## src/rtl/mw_eeprom_pkg.sv

```systemverilog
package mw_eeprom_pkg;

    localparam int WORD_W = 16;

    typedef enum logic [1:0] {
        ST_SENSE,
        ST_SHIFT,
        ST_WAIT,
        ST_DONE
    } rd_state_e;

    // Level on the command line for rising edge n (counted from 1) of a read.
    function automatic logic cmd_bit(input logic [4:0] n,
                                     input logic [7:0] addr,
                                     input logic       wide);
        logic [4:0] last_a;
        logic [2:0] idx;
        last_a = wide ? 5'd11 : 5'd9;
        idx    = 3'(last_a - n);
        if (n == 5'd1 || n == 5'd2) return 1'b1;
        if (n == 5'd3)              return 1'b0;
        if (n >= 5'd4 && n <= last_a) return addr[idx];
        return 1'b0;
    endfunction

endpackage

```

## src/rtl/mw_sk_gen.sv

```systemverilog
module mw_sk_gen #(
    parameter int HALF = 4
) (
    input  logic clk,
    input  logic rst_n,
    input  logic en,
    output logic sk,
    output logic rise,
    output logic fall
);
    localparam int CW = (HALF < 2) ? 1 : $clog2(HALF);

    typedef struct packed {
        logic [CW-1:0] div;
        logic          sk;
    } skg_t;

    skg_t q, d;

    always_comb begin
        d    = q;
        rise = 1'b0;
        fall = 1'b0;
        if (!en) begin
            d = '0;
        end else if (q.div == CW'(HALF - 1)) begin
            d.div = '0;
            d.sk  = !q.sk;
            rise  = !q.sk;
            fall  = q.sk;
        end else begin
            d.div = q.div + 1'b1;
        end
    end

    always_ff @(posedge clk) begin
        if (!rst_n) q <= '0;
        else        q <= d;
    end

    assign sk = q.sk;

    assert_sk_idle_when_off_R3: assert property (@(posedge clk) disable iff (!rst_n)
        !en |=> !sk);

endmodule

```

## src/rtl/mw_gap_timer.sv

```systemverilog
module mw_gap_timer #(
    parameter int LIM = 8
) (
    input  logic clk,
    input  logic rst_n,
    input  logic start,
    output logic expired
);
    localparam int CW = $clog2(LIM + 1);

    logic [CW-1:0] cnt_q, cnt_d;

    always_comb begin
        cnt_d = cnt_q;
        if (start)                   cnt_d = '0;
        else if (cnt_q != CW'(LIM))  cnt_d = cnt_q + 1'b1;
    end

    always_ff @(posedge clk) begin
        if (!rst_n) cnt_q <= CW'(LIM);
        else        cnt_q <= cnt_d;
    end

    assign expired = (cnt_q == CW'(LIM));

endmodule

```

## src/rtl/mw_eeprom_reader.sv

```systemverilog
module mw_eeprom_reader
    import mw_eeprom_pkg::*;
#(
    parameter int         SYS_HZ  = 8_000_000,
    parameter int         SK_HZ   = 1_000_000,
    parameter logic [7:0] CFG_TAG = 8'hC5
) (
    input  logic              clk,
    input  logic              rst_n,
    input  logic              ee_di,
    output logic              ee_cs,
    output logic              ee_sk,
    output logic              ee_do,
    output logic              word_valid,
    input  logic              word_ready,
    output logic [WORD_W-1:0] word_data,
    output logic [7:0]        word_addr,
    output logic              done,
    output logic              cfg_found,
    output logic              large_dev
);
    localparam int HALF    = SYS_HZ / (2 * SK_HZ);
    localparam int GAP_LIM = 2 * HALF;

    typedef struct packed {
        rd_state_e         st;
        logic [4:0]        edge_n;
        logic              wide;
        logic              first;
        logic [WORD_W-1:0] sh;
        logic              do_b;
        logic              valid;
        logic [WORD_W-1:0] data;
        logic [7:0]        addr;
        logic [7:0]        cnt;
        logic              found;
        logic              stop;
    } rd_t;

    rd_t  q, d;
    logic sk_en, rise, fall, sk;
    logic gap_start, gap_exp;
    logic [4:0] n_next;

    mw_sk_gen #(.HALF(HALF)) sk_gen_i (
        .clk  (clk),
        .rst_n(rst_n),
        .en   (sk_en),
        .sk   (sk),
        .rise (rise),
        .fall (fall)
    );

    mw_gap_timer #(.LIM(GAP_LIM)) gap_i (
        .clk    (clk),
        .rst_n  (rst_n),
        .start  (gap_start),
        .expired(gap_exp)
    );

    assign sk_en  = (q.st == ST_SHIFT);
    assign n_next = q.edge_n + 5'd1;

    always_comb begin
        d         = q;
        gap_start = 1'b0;
        case (q.st)
            ST_SENSE: begin
                if (ee_di) begin
                    d.st     = ST_SHIFT;
                    d.do_b   = 1'b1;
                    d.edge_n = '0;
                end else begin
                    d.st = ST_DONE;
                end
            end
            ST_SHIFT: begin
                if (rise) begin
                    d.edge_n = n_next;
                    if (q.first && n_next == 5'd10) d.wide = ee_di;
                    if (n_next >= (q.wide ? 5'd13 : 5'd11))
                        d.sh = {q.sh[WORD_W-2:0], ee_di};
                end
                if (fall) begin
                    if (q.edge_n == (q.wide ? 5'd28 : 5'd26)) begin
                        d.st      = ST_WAIT;
                        d.valid   = 1'b1;
                        d.data    = q.sh;
                        d.first   = 1'b0;
                        d.do_b    = 1'b0;
                        gap_start = 1'b1;
                    end else begin
                        d.do_b = cmd_bit(n_next, q.addr, q.wide);
                    end
                end
            end
            ST_WAIT: begin
                if (q.valid && word_ready) begin
                    d.valid = 1'b0;
                    if (q.addr == 8'd0) begin
                        d.found = (q.data[15:8] == CFG_TAG);
                        d.cnt   = q.data[7:0];
                        d.stop  = (q.data[15:8] != CFG_TAG) || (q.data[7:0] == 8'd0);
                    end else begin
                        d.stop  = (q.addr == q.cnt);
                    end
                end else if (!q.valid && gap_exp) begin
                    if (q.stop) begin
                        d.st = ST_DONE;
                    end else begin
                        d.st     = ST_SHIFT;
                        d.addr   = q.addr + 8'd1;
                        d.edge_n = '0;
                        d.do_b   = 1'b1;
                        d.sh     = '0;
                    end
                end
            end
            default: ;
        endcase
    end

    always_ff @(posedge clk) begin
        if (!rst_n) begin
            q       <= '0;
            q.st    <= ST_SENSE;
            q.first <= 1'b1;
        end else begin
            q <= d;
        end
    end

    assign ee_cs      = (q.st == ST_SHIFT);
    assign ee_sk      = sk;
    assign ee_do      = q.do_b;
    assign word_valid = q.valid;
    assign word_data  = q.data;
    assign word_addr  = q.addr;
    assign done       = (q.st == ST_DONE);
    assign cfg_found  = q.found;
    assign large_dev  = q.wide;

    assert_sk_low_when_deselected_R2: assert property (@(posedge clk) disable iff (!rst_n)
        !ee_cs |-> !ee_sk);

    assert_start_bit_on_select_R2: assert property (@(posedge clk) disable iff (!rst_n)
        $rose(ee_cs) |-> (ee_do && !ee_sk));

    assert_word_hold_R5: assert property (@(posedge clk) disable iff (!rst_n)
        (word_valid && !word_ready) |=> (word_valid && $stable(word_data) && $stable(word_addr)));

    assert_select_gap_R8: assert property (@(posedge clk) disable iff (!rst_n)
        ($rose(ee_cs) && $past(q.st) == ST_WAIT) |-> $past(gap_exp));

    assert_done_sticky_R9: assert property (@(posedge clk) disable iff (!rst_n)
        done |=> (done && !ee_cs && !word_valid));

endmodule

```

## config.mk

```make
export PLATFORM = sky130hd
export DESIGN_NAME = mw_eeprom_reader
export DESIGN_NICKNAME = d
export VERILOG_FILES = /design/src/rtl/mw_eeprom_pkg.sv /design/src/rtl/mw_sk_gen.sv /design/src/rtl/mw_gap_timer.sv /design/src/rtl/mw_eeprom_reader.sv
export SDC_FILE = /design/constraint.sdc
export NUM_CORES = 1
export LEC_CHECK = 0
export BUFFER_PORTS_ARGS = -buffer_cell sky130_fd_sc_hd__buf_2
export CAP_MARGIN = 5
export CORE_MARGIN = 8
export CORE_UTILIZATION = 55
export DETAILED_ROUTE_END_ITERATION = 12
export PLACE_DENSITY = 0.77
export SLEW_MARGIN = 30
export SYNTH_ARGS = -nofsm -noshare
export SYNTH_HDL_FRONTEND = slang
export SYNTH_HIERARCHICAL = 1
export SYNTH_SLANG_ARGS = --single-unit
```

## constraint.sdc

```tcl
create_clock -name clk -period 2.65 [get_ports clk]
set_input_delay 0.1325 -clock clk [delete_from_list [all_inputs] [get_ports clk]]
set_output_delay 0.1325 -clock clk [all_outputs]
set_load 0.05 [all_outputs]
```

# ---- Word-level counts from Yosys, hierarchy flattened
# Cells that the tools add are included.
# Widths: inputs -> output; s select.
dict set report classes {
  n_reduce_logical 27
  order_cmp 4
  addsub 5
  n_eq_ne 23
  bitwise_logic 4
  muxes 60
}
# operator count
set ops {}
lappend ops {{$mux 17} 4}
lappend ops {{$mux 1} 34}
lappend ops {{$mux 16} 2}
lappend ops {{$pmux 16 s2} 1}
lappend ops {{$pmux 7 s3} 1}
lappend ops {{$mux 18} 1}
lappend ops {{$ne 2x2->1 const B} 9}
lappend ops {{$reduce_and 6->1} 3}
lappend ops {{$logic_not 8->1} 2}
lappend ops {{$mux 7} 2}
lappend ops {{$eq 5x2->1 const B} 2}
lappend ops {{$mux 2} 5}
lappend ops {{$mux 5} 2}
lappend ops {{$reduce_and 3->1} 3}
lappend ops {{$add 8x1->8 const B} 1}
lappend ops {{$eq 8x8->1} 1}
lappend ops {{$eq 8x8->1 const B} 1}
lappend ops {{$mux 4} 2}
lappend ops {{$ne 8x8->1 const B} 1}
lappend ops {{$reduce_and 4->1} 2}
lappend ops {{$eq 2x2->1 const B} 3}
lappend ops {{$mux 3} 2}
lappend ops {{$mux 6} 1}
lappend ops {{$add 5x1->5 const B} 1}
lappend ops {{other kinds (27)} 37}
dict set report word_totals {
  regBits 68
  wordCells 139
  output_inout_bits 31
  input_bits 4
}

# ---- Depth between registers and ports, before layout
dict set report logic_depth {
  word_depth 22
  ltp_mapped 10
  ltp_nobuf 10
}

# ---- By module
# Netlist, hierarchy kept.
# mod n_inst seq_area_each_um2 area_per_inst_um2 cells_per_inst
set modules_own_cells {}
lappend modules_own_cells {mw_eeprom_reader 1 1221.2 3414.5 359}
lappend modules_own_cells {mw_gap_timer 1 80.1 191.4 20}
lappend modules_own_cells {mw_sk_gen 1 60.1 116.4 12}

# ---- Worst setup path after synthesis
# No wires, ideal clock.
dict set report synth_timing {
  path_kind {reg2reg}
  from {register q[54] in the netlist's numbering}
  to {register q[40] in the netlist's numbering}
  arrival_ns 2.371
  stages_incl_launch_ff 11
  period_less_slack_ns 2.441
  path_buffers 2
  setup_slack_ns 0.209
  setup_ns 0.070
  required_time_ns 2.580
  cell_sequence {dfxtp_1 > inv_1 > ha_1 > ha_1 > o21bai_1 > a21o_1 > a211oi_2 > clkbuf_2 > clkbuf_1 > o21ai_0 > a21boi_1}
}
dict set report synth_via {
  elab_chain_len 4
}
# element line
set synth_rtl {}
lappend synth_rtl {{start, declared} mw_eeprom_reader.sv:40} ;# rd_t q, d;
lappend synth_rtl {{$add 5x1->5} mw_eeprom_reader.sv:62} ;# assign n_next = q.edge_n + 5'd1;
lappend synth_rtl {{$ge 5x4->1} mw_eeprom_reader.sv:81} ;# if (n_next >= (q.wide ? 5'd13 : 5'd11))
lappend synth_rtl {{$ne 2x2->1 (no source line)} n/a}
lappend synth_rtl {{$reduce_and 6->1 (no source line)} n/a}
# Every way passes these cells.
# A chain may end at the register's enable or synchronous reset.

# ---- Final worst setup path
dict set report layout_timing {
  from {register gap_i.cnt_q[0]}
  to {register q[58] in the netlist's numbering}
}
dict set report layout_via {
  elab_chain_len 4
}
# element line
set layout_rtl {}
lappend layout_rtl {{start, declared} mw_gap_timer.sv:11} ;# logic [CW-1:0] cnt_q, cnt_d;
lappend layout_rtl {{start signal, assigned} mw_gap_timer.sv:20} ;# if (!rst_n) cnt_q <= CW'(LIM);
lappend layout_rtl {{start signal, assigned} mw_gap_timer.sv:21} ;# else cnt_q <= cnt_d;
lappend layout_rtl {{$eq 4x4->1} mw_gap_timer.sv:24} ;# assign expired = (cnt_q == CW'(LIM));
lappend layout_rtl {{via gap_exp} mw_eeprom_reader.sv:42} ;# logic gap_start, gap_exp;
lappend layout_rtl {{$logic_and 1x1->1} mw_eeprom_reader.sv:107} ;# end else if (!q.valid && gap_exp) begin
lappend layout_rtl {{$ne 2x2->1 (no source line)} n/a}
lappend layout_rtl {{$reduce_and 6->1 (no source line)} n/a}
# The timed path passes the listed nets, and every way through them passes these cells.

==> flow_metrics.py <==
metrics = {
    "sta": {
        "tightest_slew_ns": 0.648,
        "fin_hold_ws_ns": 0.177,
        "hold_violations": 0,
        "setup_ws_ns": 0.237,
        "finClkSkew_ns": 0.00927,
        "fin_crit_sh_pct": 91.1,
        "setup_tns_ns": 0,
        "rsz0062_at_grt": "false",
        "layout_min_cycle_time_ns": 2.41,
        "setup_viol_count_final": 0,
        "worst_slew_margin_rel_pct": 56.8,
        "fmax_ghz": 0.414,
        "drv_slew": 0,
    },
    "worst_setup_path": {
        "reg2reg_from": "gap_i/cnt_q[0]$_SDFFE_PP0P_",
        "crit_type": "reg -> reg",
        "cp_max_fo": 8,
        "crit_arrival_ns": 2.69,
        "cp-start-kind": "register",
        "cp-startpoint": "gap_i/cnt_q[0]$_SDFFE_PP0P_",
        "r2r_cells": 8,
        "crit_required_ns": 2.92,
        "endpoint_kind": "register",
    },
    "die": {
        "io_pins": 35,
        "die_h_um": 98.3,
        "fp-row-count": 30,
        "fp.dieW_um": 98.3,
        "die_area_mm2": 0.00966,
        "core_region_area_mm2": 0.00668,
        "start_util_pct": 55.7,
    },
    "placement": {
        "io_buffers": 34,
        "gp_congestion": 0.832,
        "hpwl_um": 5050,
        "place_ws_ns": 0.164,
    },
    "global_route": {
        "grt_max_degree": 43,
        "antenna_found_initial": 0,
        "grt_pass1_wl_um": 12000,
        "gr-total-overflow": 0,
        "grt_pass1_vias": 2553,
        "grt_use_total_pct": 15.3,
    },
    "synthesis": {
        "synth.distinct_cells": 53,
        "yosysSeqAreaShare_pct": 36.6,
        "yosys_warnings": 6,
        "synth-seq-cells": 68,
        "synth_area_mm2": 0.00372,
        "synthFlopType": "dfxtp_1",
        "syn_avg_cell_area_um2": 9.52,
        "synth-async-reset-ratio_pct": 0,
        "synthCells": 391,
        "synth-edff-count": 0,
        "syn-num-nets": 412,
    },
    "hold_path": {
        "hp-class": "in -> reg",
        "hold_depth": 3,
        "hp-start": "ee_di",
    },
    "detailed_routing": {
        "wl_per_cell_um": 15.0,
        "first_pass_iters": 4,
        "vias_per_cell": 5.53,
        "postRouteAntennaNets": 0,
        "wirelength_um": 7260,
        "remaining_drc_errors": 0,
        "drtIter0Drc": 77,
        "num_vias": 2675,
    },
    "cells_and_area": {
        "diodes": 0,
        "nets": 420,
        "drive_gt1_share_pct": 16.6,
        "area_growth_pct": 6.96,
    },
    "clock_network": {
        "cts.sinks": 68,
        "clock_latency_ns": 0.34,
        "root_buffer": "clkbuf_8",
        "holdBufCountCts": 0,
        "clk_pin_slew_ns": 0.07,
        "htreeDepth": 3,
        "clockBufferDepth": 2,
        "cts_tree": "done",
        "cts_buffers": 9,
    },
    "status": {
        "status": "finished clean",
    },
    "power_and_ir_drop": {
        "ir_drop_uv": 409,
        "total_power_w": 0.00274,
        "p_leak_nw": 1.65,
        "cellPowerDensity_mw_per_mm2": 688,
    },
    "job": {
        "timing.max_cap.violations": 0,
    },
}
[worst max-delay path, stage by stage, from the launching register on]
cell and delay, ns:
dfxtp_1 0.33, inv_1 0.09, ha_1 0.14, and3b_1 0.30, nand2b_1 0.15, a2111oi_4 0.51, nand3_4 0.18, or4_1 0.50
a21boi_1 0.14
[sequential cells by signal, indices dropped and copies added, names as in the netlist]
name and flops:
word_valid 1, q 33, large_dev 1, cfg_found 1, gap_i/cnt_q 4, sk_gen_i/q 2, word_addr 8, word_data 16
ee_do 1, sk_gen_i/sk 1
[cell type report]
cell class	count	area, µm²
clock buffer	15	166
tap	80	100
fill	594	2700
inverter	17	63.8
clock inverter	1	30.0
sequential	68	1360
timing repair buffer	42	243
multi-input combinational	261	2020
[metal layers]
metal / part of all wire, % / GRT usage (%) / vias to the layer above / routed length [µm]
met5: 0 / 0 / - / 0
met4: 0.89 / 7.20 / 0 / 65
met3: 4.3 / 4.69 / 6 / 310
met2: 46 / 24.3 / 57 / 3360
met1: 49 / 18.4 / 1255 / 3520
li1: - / - / 1357 / -
[report_power, final]
group	switching (W)	internal, W
clock network	0.000361	0.000489
logic	0.000515	0.000262
registers	0.0000456	0.00107
total	0.000921	0.00182
[cell usage in the layout (no fill, tap or decap), drive strengths merged, types with 11 or more instances in the layout]
cell | Yosys | routed
mux2i | 28 | 28
nor2b | 30 | 30
inv | 17 | 17
buf | 28 | 42
xnor2 | 12 | 12
clkbuf | 17 | 15
o21ai | 26 | 26
ha | 17 | 17
a21boi | 20 | 20
xor2 | 11 | 11
dfxtp | 68 | 68
nand2 | 17 | 17
or4b | 16 | 16
nor2 | 13 | 13
[cells in the mapped netlist (3+ instances only)]
| library cell | count | area, µm² |
|---|---|---|
| xor2_1 | 11 | 96.3 |
| nor2b_1 | 30 | 188 |
| clkbuf_1 | 16 | 60.1 |
| ha_1 | 17 | 213 |
| or4b_1 | 16 | 160 |
| dfxtp_1 | 68 | 1360 |
| a21boi_0 | 4 | 30.0 |
| nor4_1 | 5 | 31.3 |
| a21oi_1 | 4 | 20.0 |
| o21ai_0 | 25 | 125 |
| nand2_1 | 17 | 63.8 |
| nand3_1 | 6 | 30.0 |
| nand2b_1 | 4 | 25.0 |
| xnor2_1 | 10 | 87.6 |
| nor3_1 | 3 | 15.0 |
| buf_4 | 25 | 188 |
| nand4_1 | 6 | 37.5 |
| nor2_1 | 13 | 48.8 |
| a21boi_1 | 16 | 120 |
| inv_1 | 17 | 63.8 |
| and3_1 | 3 | 18.8 |
| and2_1 | 8 | 50.1 |
| mux2i_1 | 28 | 280 |
[final timing paths]
check | to | slack [ns]
max | q[58]$_SDFFE_PN0P_ | 0.24
min | large_dev$_SDFFE_PN0P_ | 0.18
max reg2reg | q[58]$_SDFFE_PN0P_ | 0.24
min reg2reg | sk_gen_i/q[1]$_SDFF_PP0_ | 0.44
[through the flow]
| stage | instance area, µm² | instances | util (%) |
|---|---|---|---|
| after floorplan | 3720 | 391 | - |
| after global placement | 3780 | 468 | 56.5 |
| after detailed placement | 3780 | 468 | 56.5 |
| after CTS | 3970 | 484 | 59.5 |
| after global routing | 3980 | 484 | 59.6 |
| final | 3980 | 484 | 59.6 |
[cells by family (layout without fill, tap and decap cells)]
family	Yosys count	count (layout)	share of synthesized area [%]
buffers and inverters	62	75	9.48
adder cells (fa/ha/maj)	17	17	5.71
multiplexers	30	30	8.74
XOR/XNOR	23	23	5.81
AO/OA/AOI/OAI	65	65	12.1
AND/OR/NAND/NOR	126	126	21.6
flip-flops	68	68	36.6
[timing repair]
item / CTS / global route
setup buffers: 0 / 0
resized for setup: 0 / 1
endpoints found under the setup margin: 0 / 8
hold endpoints to repair: 0 / 0
No activity file was read; power rests on OpenSTA's default activity.
